===== src/rtl/irq_unit_pkg.sv =====
package irq_unit_pkg;
  // Strobes decoded from the I/O bus for the register datapath
  typedef struct packed {
    logic wrHit;
    logic rdHit;
  } portStrobeT;
endpackage


===== src/rtl/irq_port_ctrl.sv =====
module irq_port_ctrl
  import irq_unit_pkg::*;
#(
  parameter int ADDR_W = 8,
  parameter logic [ADDR_W-1:0] PORT_ADDR = 8'hB4
) (
  input  logic [ADDR_W-1:0] ioAddr,
  input  logic              ioWr,
  input  logic              ioRd,
  output portStrobeT        strobe
);
  logic addrMatch;

  assign addrMatch    = (ioAddr == PORT_ADDR);
  assign strobe.wrHit = ioWr && addrMatch;
  assign strobe.rdHit = ioRd && addrMatch;
endmodule


===== src/rtl/irq_datapath.sv =====
module irq_datapath
  import irq_unit_pkg::*;
#(
  parameter int NUM_SRC = 4,
  localparam int DATA_W = 2 * NUM_SRC
) (
  input  logic               clk,
  input  logic               rst,
  input  portStrobeT         strobe,
  input  logic [DATA_W-1:0]  wrData,
  input  logic [NUM_SRC-1:0] srcLine,
  output logic [DATA_W-1:0]  rdData,
  output logic               irqOut
);
  logic [NUM_SRC-1:0] prevQ;
  logic [NUM_SRC-1:0] riseDet;
  logic [NUM_SRC-1:0] enableQ;
  logic [NUM_SRC-1:0] pendingQ;
  logic [NUM_SRC-1:0] enWrite;
  logic [NUM_SRC-1:0] clrWrite;
  logic [DATA_W-1:0]  statusByte;

  // Split the interleaved byte into per-source enable and clear fields
  genvar k;
  generate
    for (k = 0; k < NUM_SRC; k++) begin : g_src
      assign enWrite[k]        = wrData[2*k];
      assign clrWrite[k]       = wrData[2*k+1];
      assign statusByte[2*k]   = enableQ[k];
      assign statusByte[2*k+1] = pendingQ[k];
      assign riseDet[k]        = srcLine[k] && !prevQ[k];

      always_ff @(posedge clk) begin
        if (rst) begin
          pendingQ[k] <= 1'b0;
        end else if (riseDet[k]) begin
          pendingQ[k] <= 1'b1;
        end else if (strobe.wrHit && clrWrite[k]) begin
          pendingQ[k] <= 1'b0;
        end
      end

      // A clearing write with no edge leaves the flag low
      p_clear_r3: assert property (@(posedge clk) disable iff (rst)
        (strobe.wrHit && wrData[2*k+1] && !riseDet[k]) |=> !pendingQ[k]);

      // Without an edge a low flag stays low
      p_no_spurious_set_r6: assert property (@(posedge clk) disable iff (rst)
        (!pendingQ[k] && !(srcLine[k] && !prevQ[k])) |=> !pendingQ[k]);

      // An edge always leaves the flag set, even with a clear
      p_set_wins_r8: assert property (@(posedge clk) disable iff (rst)
        riseDet[k] |=> pendingQ[k]);
    end
  endgenerate

  always_ff @(posedge clk) begin
    if (rst) begin
      prevQ   <= '0;
      enableQ <= '0;
    end else begin
      prevQ <= srcLine;
      if (strobe.wrHit) begin
        enableQ <= enWrite;
      end
    end
  end

  assign rdData = strobe.rdHit ? statusByte : '0;
  assign irqOut = |(enableQ & pendingQ);

  p_enable_load_r2: assert property (@(posedge clk) disable iff (rst)
    strobe.wrHit |=> (rdDataView() == ($past(wrData) & evenMask())));

  p_enable_hold_r9: assert property (@(posedge clk) disable iff (rst)
    !strobe.wrHit |=> $stable(enableQ));

  function automatic logic [DATA_W-1:0] evenMask();
    logic [DATA_W-1:0] m;
    m = '0;
    for (int i = 0; i < NUM_SRC; i++) m[2*i] = 1'b1;
    return m;
  endfunction

  function automatic logic [DATA_W-1:0] rdDataView();
    return statusByte & evenMask();
  endfunction
endmodule


===== src/rtl/irq_latch_unit.sv =====
module irq_latch_unit
  import irq_unit_pkg::*;
#(
  parameter int NUM_SRC = 4,
  parameter int ADDR_W = 8,
  parameter logic [ADDR_W-1:0] PORT_ADDR = 8'hB4,
  localparam int DATA_W = 2 * NUM_SRC
) (
  input  logic               clk,
  input  logic               rst,
  input  logic [NUM_SRC-1:0] srcLine,
  input  logic [ADDR_W-1:0]  ioAddr,
  input  logic [DATA_W-1:0]  ioWrData,
  input  logic               ioWr,
  input  logic               ioRd,
  output logic [DATA_W-1:0]  ioRdData,
  output logic               irqOut
);
  portStrobeT strobe;

  irq_port_ctrl #(
    .ADDR_W   (ADDR_W),
    .PORT_ADDR(PORT_ADDR)
  ) u_ctrl (
    .ioAddr(ioAddr),
    .ioWr  (ioWr),
    .ioRd  (ioRd),
    .strobe(strobe)
  );

  irq_datapath #(
    .NUM_SRC(NUM_SRC)
  ) u_dp (
    .clk    (clk),
    .rst    (rst),
    .strobe (strobe),
    .wrData (ioWrData),
    .srcLine(srcLine),
    .rdData (ioRdData),
    .irqOut (irqOut)
  );

  // Port read data is quiet unless the port is addressed for reading
  p_read_quiet_r9: assert property (@(posedge clk) disable iff (rst)
    !(ioRd && ioAddr == PORT_ADDR) |-> (ioRdData == '0));
endmodule


===== config.mk =====
export PLATFORM = sky130hd
export DESIGN_NAME = irq_latch_unit
export DESIGN_NICKNAME = d
export VERILOG_FILES = /design/src/rtl/irq_unit_pkg.sv /design/src/rtl/irq_port_ctrl.sv /design/src/rtl/irq_datapath.sv /design/src/rtl/irq_latch_unit.sv
export SDC_FILE = /design/constraint.sdc
export NUM_CORES = 1
export LEC_CHECK = 0
export BUFFER_PORTS_ARGS = -buffer_cell sky130_fd_sc_hd__clkbuf_2
export CELL_PAD_IN_SITES_DETAIL_PLACEMENT = 1
export CELL_PAD_IN_SITES_GLOBAL_PLACEMENT = 1
export CORE_MARGIN = 3
export CORE_UTILIZATION = 30
export CTS_BUF_LIST = sky130_fd_sc_hd__clkbuf_16
export DETAILED_ROUTE_END_ITERATION = 7
export GPL_TIMING_DRIVEN = 0
export PLACE_DENSITY_LB_ADDON = 0.1
export SLEW_MARGIN = 5
export SYNTH_ARGS = -nofsm -noshare
export SYNTH_HDL_FRONTEND = slang
export SYNTH_SLANG_ARGS = --single-unit

===== constraint.sdc =====
create_clock -name clk -period 4.6 [get_ports clk]
set_input_delay 0.92 -clock clk [delete_from_list [all_inputs] [get_ports clk]]
set_output_delay 0.92 -clock clk [all_outputs]
set_load 0.1 [all_outputs]

# Yosys cells after proc, flatten, opt, wreduce, memory -nomap -nowiden
# Cells that the tools add are included.
[word_totals]
word_cells = 36
reg_bits = 12
[classes]
n_reduce_logical = 19
n_bitwise = 1
eq_ne = 1
mux = 9
[ops]
columns = ["op", "n"]
rows = [
  ["$logic_and A1 B1 Y1", 10],
  ["$eq A8 B8 Y1 const B", 1],
  ["$mux W1", 8],
  ["$mux W8", 1],
  ["$reduce_bool A2 Y1", 4],
  ["$and A4 B4 Y4", 1],
  ["$logic_not A1 Y1", 4],
  ["$reduce_or A4 Y1", 1],
]

# Logic depth before layout (Yosys ltp)
[depth]
ltp_word = 5
depth_mapped = 4

# By module
# A second synthesis with hierarchy kept.
[hier_totals]
cells_unflattened = 55
area_unflattened_um2 = 545.5
[by_module_without_submodules]
columns = ["mod", "cells_per_inst", "area_per_inst_um2", "n_inst"]
rows = [
  ["irq_datapath", 49, 505.5, 1],
  ["irq_port_ctrl", 6, 40.0, 1],
]

# Least setup slack after synthesis
# No wires, ideal clock.
[synth_timing]
path_kind = "input port to output port"
from = "in ioAddr[6]"
to = "out ioRdData[0]"
required_ns = 3.680
stages = 4
arrival_ns = 2.533
path_slack_ns = 1.147
cell_sequence = "or4b_4 -> buf_6 -> nor3_4 -> and2_1"
[synth_via]
elab_chain_cells = 3
[synth_lines]
columns = ["element", "line", "text"]
rows = [
  ["from (decl)", "irq_latch_unit.sv:12", "input logic [ADDR_W-1:0] ioAddr,"],
  ["$eq A8 B8 Y1", "irq_port_ctrl.sv:14", "assign addrMatch = (ioAddr == PORT_ADDR);"],
  ["$logic_and A1 B1 Y1", "irq_port_ctrl.sv:16", "assign strobe.rdHit = ioRd && addrMatch;"],
  ["$mux W8", "irq_datapath.sv:69", "assign rdData = strobe.rdHit ? statusByte : '0;"],
  ["to (decl)", "irq_latch_unit.sv:16", "output logic [DATA_W-1:0] ioRdData,"],
]
# No other way between the ends.

# Worst setup path after layout
[layout_timing]
from = "in ioAddr[6]"
to = "out ioRdData[7]"
# Same word-level chain as after synthesis.

==> summary.txt <==
Logic synthesis
  • Yosys warnings: 0
  • Syn nets: 87
  • Post-synthesis cell type count: 15
  • Largest cells by area after synthesis: dfxtp_1 40%, nand2b_1 12%, and2_1 8.2%
  • Cell count after synthesis: 63
  • Synth Area per Inst: 9.63 um^2
  • Register area share after synthesis: 39.6%
  • Seq cells post-synth: 12
  • Top-area cell type share of the netlist area: 39.6%
  • Synth area leader: dfxtp_1
  • Mapped Area: 607 um^2

Place
  • Placer Congestion: 0.670
  • Number of port buffers: 32
  • Pre-CTS WS: 1.14 ns
  • Hpwl dp: 1210 um

Critical path
  • CP max stage delay: 0.52 ns
  • Critical path origin: ioAddr[6]
  • Req. time, crit path: 3.68 ns
  • Crit. End Element: primary output
  • CP max stage cell: or4b_4
  • Crit path arrival time: 2.52 ns
  • Startpoint types: primary input
  • R2R Path Start: u_dp.pendingQ[2]
  • CP max FO: 8
  • WS Path Type: in -> out
  • CP dominant cell by count: clkbuf_2
  • Crit-path cells: clkbuf_2, or4b_4, buf_6, nor3_4, and2_1, clkbuf_2

Power and ir drop
  • Cell Int Power: 236 uW
  • Switch Pwr: 58.7 uW
  • Flop pwr share: 37.8%
  • Gate power share: 8.7%
  • Lkg Pwr: 0.418 nW
  • Worst VDD drop: 0.218 mV
  • Clock Power Share: 53.5%
  • Power Dens Cells: 338 nW/um^2
  • Sw frac: 19.9%

Clocking
  • # clock sinks: 12
  • Clock buffer count from CTS: 3
  • CTS tree: done
  • Post-CTS setup buffers: 0
  • CTS root buffer: clkbuf_16
  • Post-CTS Resized: 0
  • Clk pin slew, worst setup/hold paths: 0.04 ns
  • H-tree Lvls: 1
  • Clock Path Buffers: 2
  • Clk Latency, worst-skew pair: 0.24 ns
  • Hold buffer count at cts: 0

Cells and area
  • Final nets: 124
  • Diode count: 0
  • Final core utilization: 48.0%
  • Synth-to-Final Area Change: 43.9%
  • Share of cells above drive strength 1: 40.8%

GRT
  • Vias in the first global route: 556
  • First-pass GRT wire length: 2500 um
  • Total track usage: 13.1%
  • Initial antenna violation count: 0
  • Largest net degree at the start of global routing: 11
  • Grt ovf: 0

Timing
  • Final Hold Vio Count: 0
  • Slew @ Worst Pin: 0.541 ns
  • Max_slew headroom: 64.1%
  • Fin Setup TNS: 0 ns
  • Unrepaired setup endpoints after global routing: no
  • Fin. max-slew vios: 0
  • Highest clock rate: 0.291 GHz
  • Final period utilization: 74.7%
  • Final hold slack: 0.489 ns
  • Post-layout minimum cycle time: 3.44 ns
  • Finish-stage setup viols: 0
  • Final worst slack: 1.16 ns
  • Skew final: 0.000363 ns

Die
  • Core area: 1820 um^2
  • Die Ht: 51.0 um
  • Die area: 2600 um^2
  • Io pins: 33
  • Num rows: 15
  • Starting Density: 33.3%
  • Die extent in x: 51.0 um

Drt
  • Routed Antenna Nets: 0
  • DRC violations left: 0
  • Metal2 WL: 733 um
  • Drt first pass iters: 3
  • Routed len/inst: 12.5 um
  • Vias: 553
  • DRT iter0 DRCs: 4
  • DR top layer: met4
  • Met3 WL post-DR: 128 um
  • Drt total wl: 1540 um
  • Vias per cell: 4.50
  • M1 WL: 643 um

Status
  • Status: complete, no violations

Hold path
  • Hold path start: u_dp.prevQ[3]
  • HP Class: reg -> reg

Job
  • Max-Cap Viols: 0
cell usage after synthesis:
cell	count
nor2b_1	4
nand2b_1	12
nand4b_4	1
inv_1	2
buf_6	1
nand2_1	5
nor3_4	2
mux2i_1	4
clkbuf_1	1
a21oi_1	4
and2_1	8
a22oi_1	2
o31ai_1	4
or4b_4	1
dfxtp_1	12
final cells by class:
type / instances / area (um^2)
Sequential cell: 12 / 240
Multi-Input combinational cell: 47 / 344
Buffer: 2 / 15.0
Clock buffer: 3 / 75.1
Tap cell: 25 / 31.3
Timing Repair Buffer: 32 / 160
Inverter: 2 / 7.51
Fill cell: 233 / 947
worst paths after layout:
path | cells past startpoint | slack [ns] | to
max | 6 | 1.16 | ioRdData[7]
min reg2reg | 2 | 0.49 | u_dp.pendingQ[3]
max reg2reg | 2 | 3.91 | u_dp.pendingQ[2]
min | 2 | 0.49 | u_dp.pendingQ[3]
through the flow:
step | power, mW | cell area, um^2 | instances
6_report | 0.295 | 873 | 123
5_1_grt | 0.310 | 873 | 123
4_1_cts | 0.301 | 873 | 123
3_5_place_dp | 0.139 | 798 | 120
3_3_place_gp | 0.139 | 798 | 120
2_1_floorplan | 0.125 | 607 | 63
per-layer routing:
metal  track usage [%]  up-vias
met5                 0        -
met2              21.0       19
met1              15.6      245
met4              6.73        0
met3              4.08        5
li1                  -      284
critical path, delay by kind of cell:
kind | cells | cell delay (ns)
and+or+nand+nor | 3 | 0.91
buffers and inverters | 3 | 0.68
power groups by stage:
stage | Clock, mW | Sequential (mW) | Combinational (mW)
2_1_floorplan | 0 | 0.112 | 0.0126
3_3_place_gp | 0 | 0.113 | 0.0253
3_5_place_dp | 0 | 0.113 | 0.0261
4_1_cts | 0.163 | 0.111 | 0.0264
5_1_grt | 0.170 | 0.112 | 0.0290
6_report | 0.158 | 0.112 | 0.0258
cells by family after synthesis:
group | count (synthesis) | synth area share (%)
compound gates | 10 | 10.7
buf+inv | 4 | 3.71
flops | 12 | 39.6
mux | 4 | 6.60
simple gates | 33 | 39.4
sequential cells by signal (all words and copies together) (netlist names):
| signal | count |
|---|---|
| u_dp.pendingQ | 4 |
| u_dp.prevQ | 4 |
| u_dp.enableQ | 4 |
cells in the final DEF (no fill, tap or decap):
cell type and instances:
dfxtp_1 12, buf_6 1, nor3_4 2, and2_1 8, nor2b_1 4, nand4b_4 1, o31ai_1 4, a21oi_1 4
a22oi_1 2, nand2b_1 12, or4b_4 1, clkbuf_1 1, clkbuf_16 3, nand2_1 5, inv_1 2, clkbuf_2 32
mux2i_1 4
Note: power is estimated with default switching activity, not from simulation.
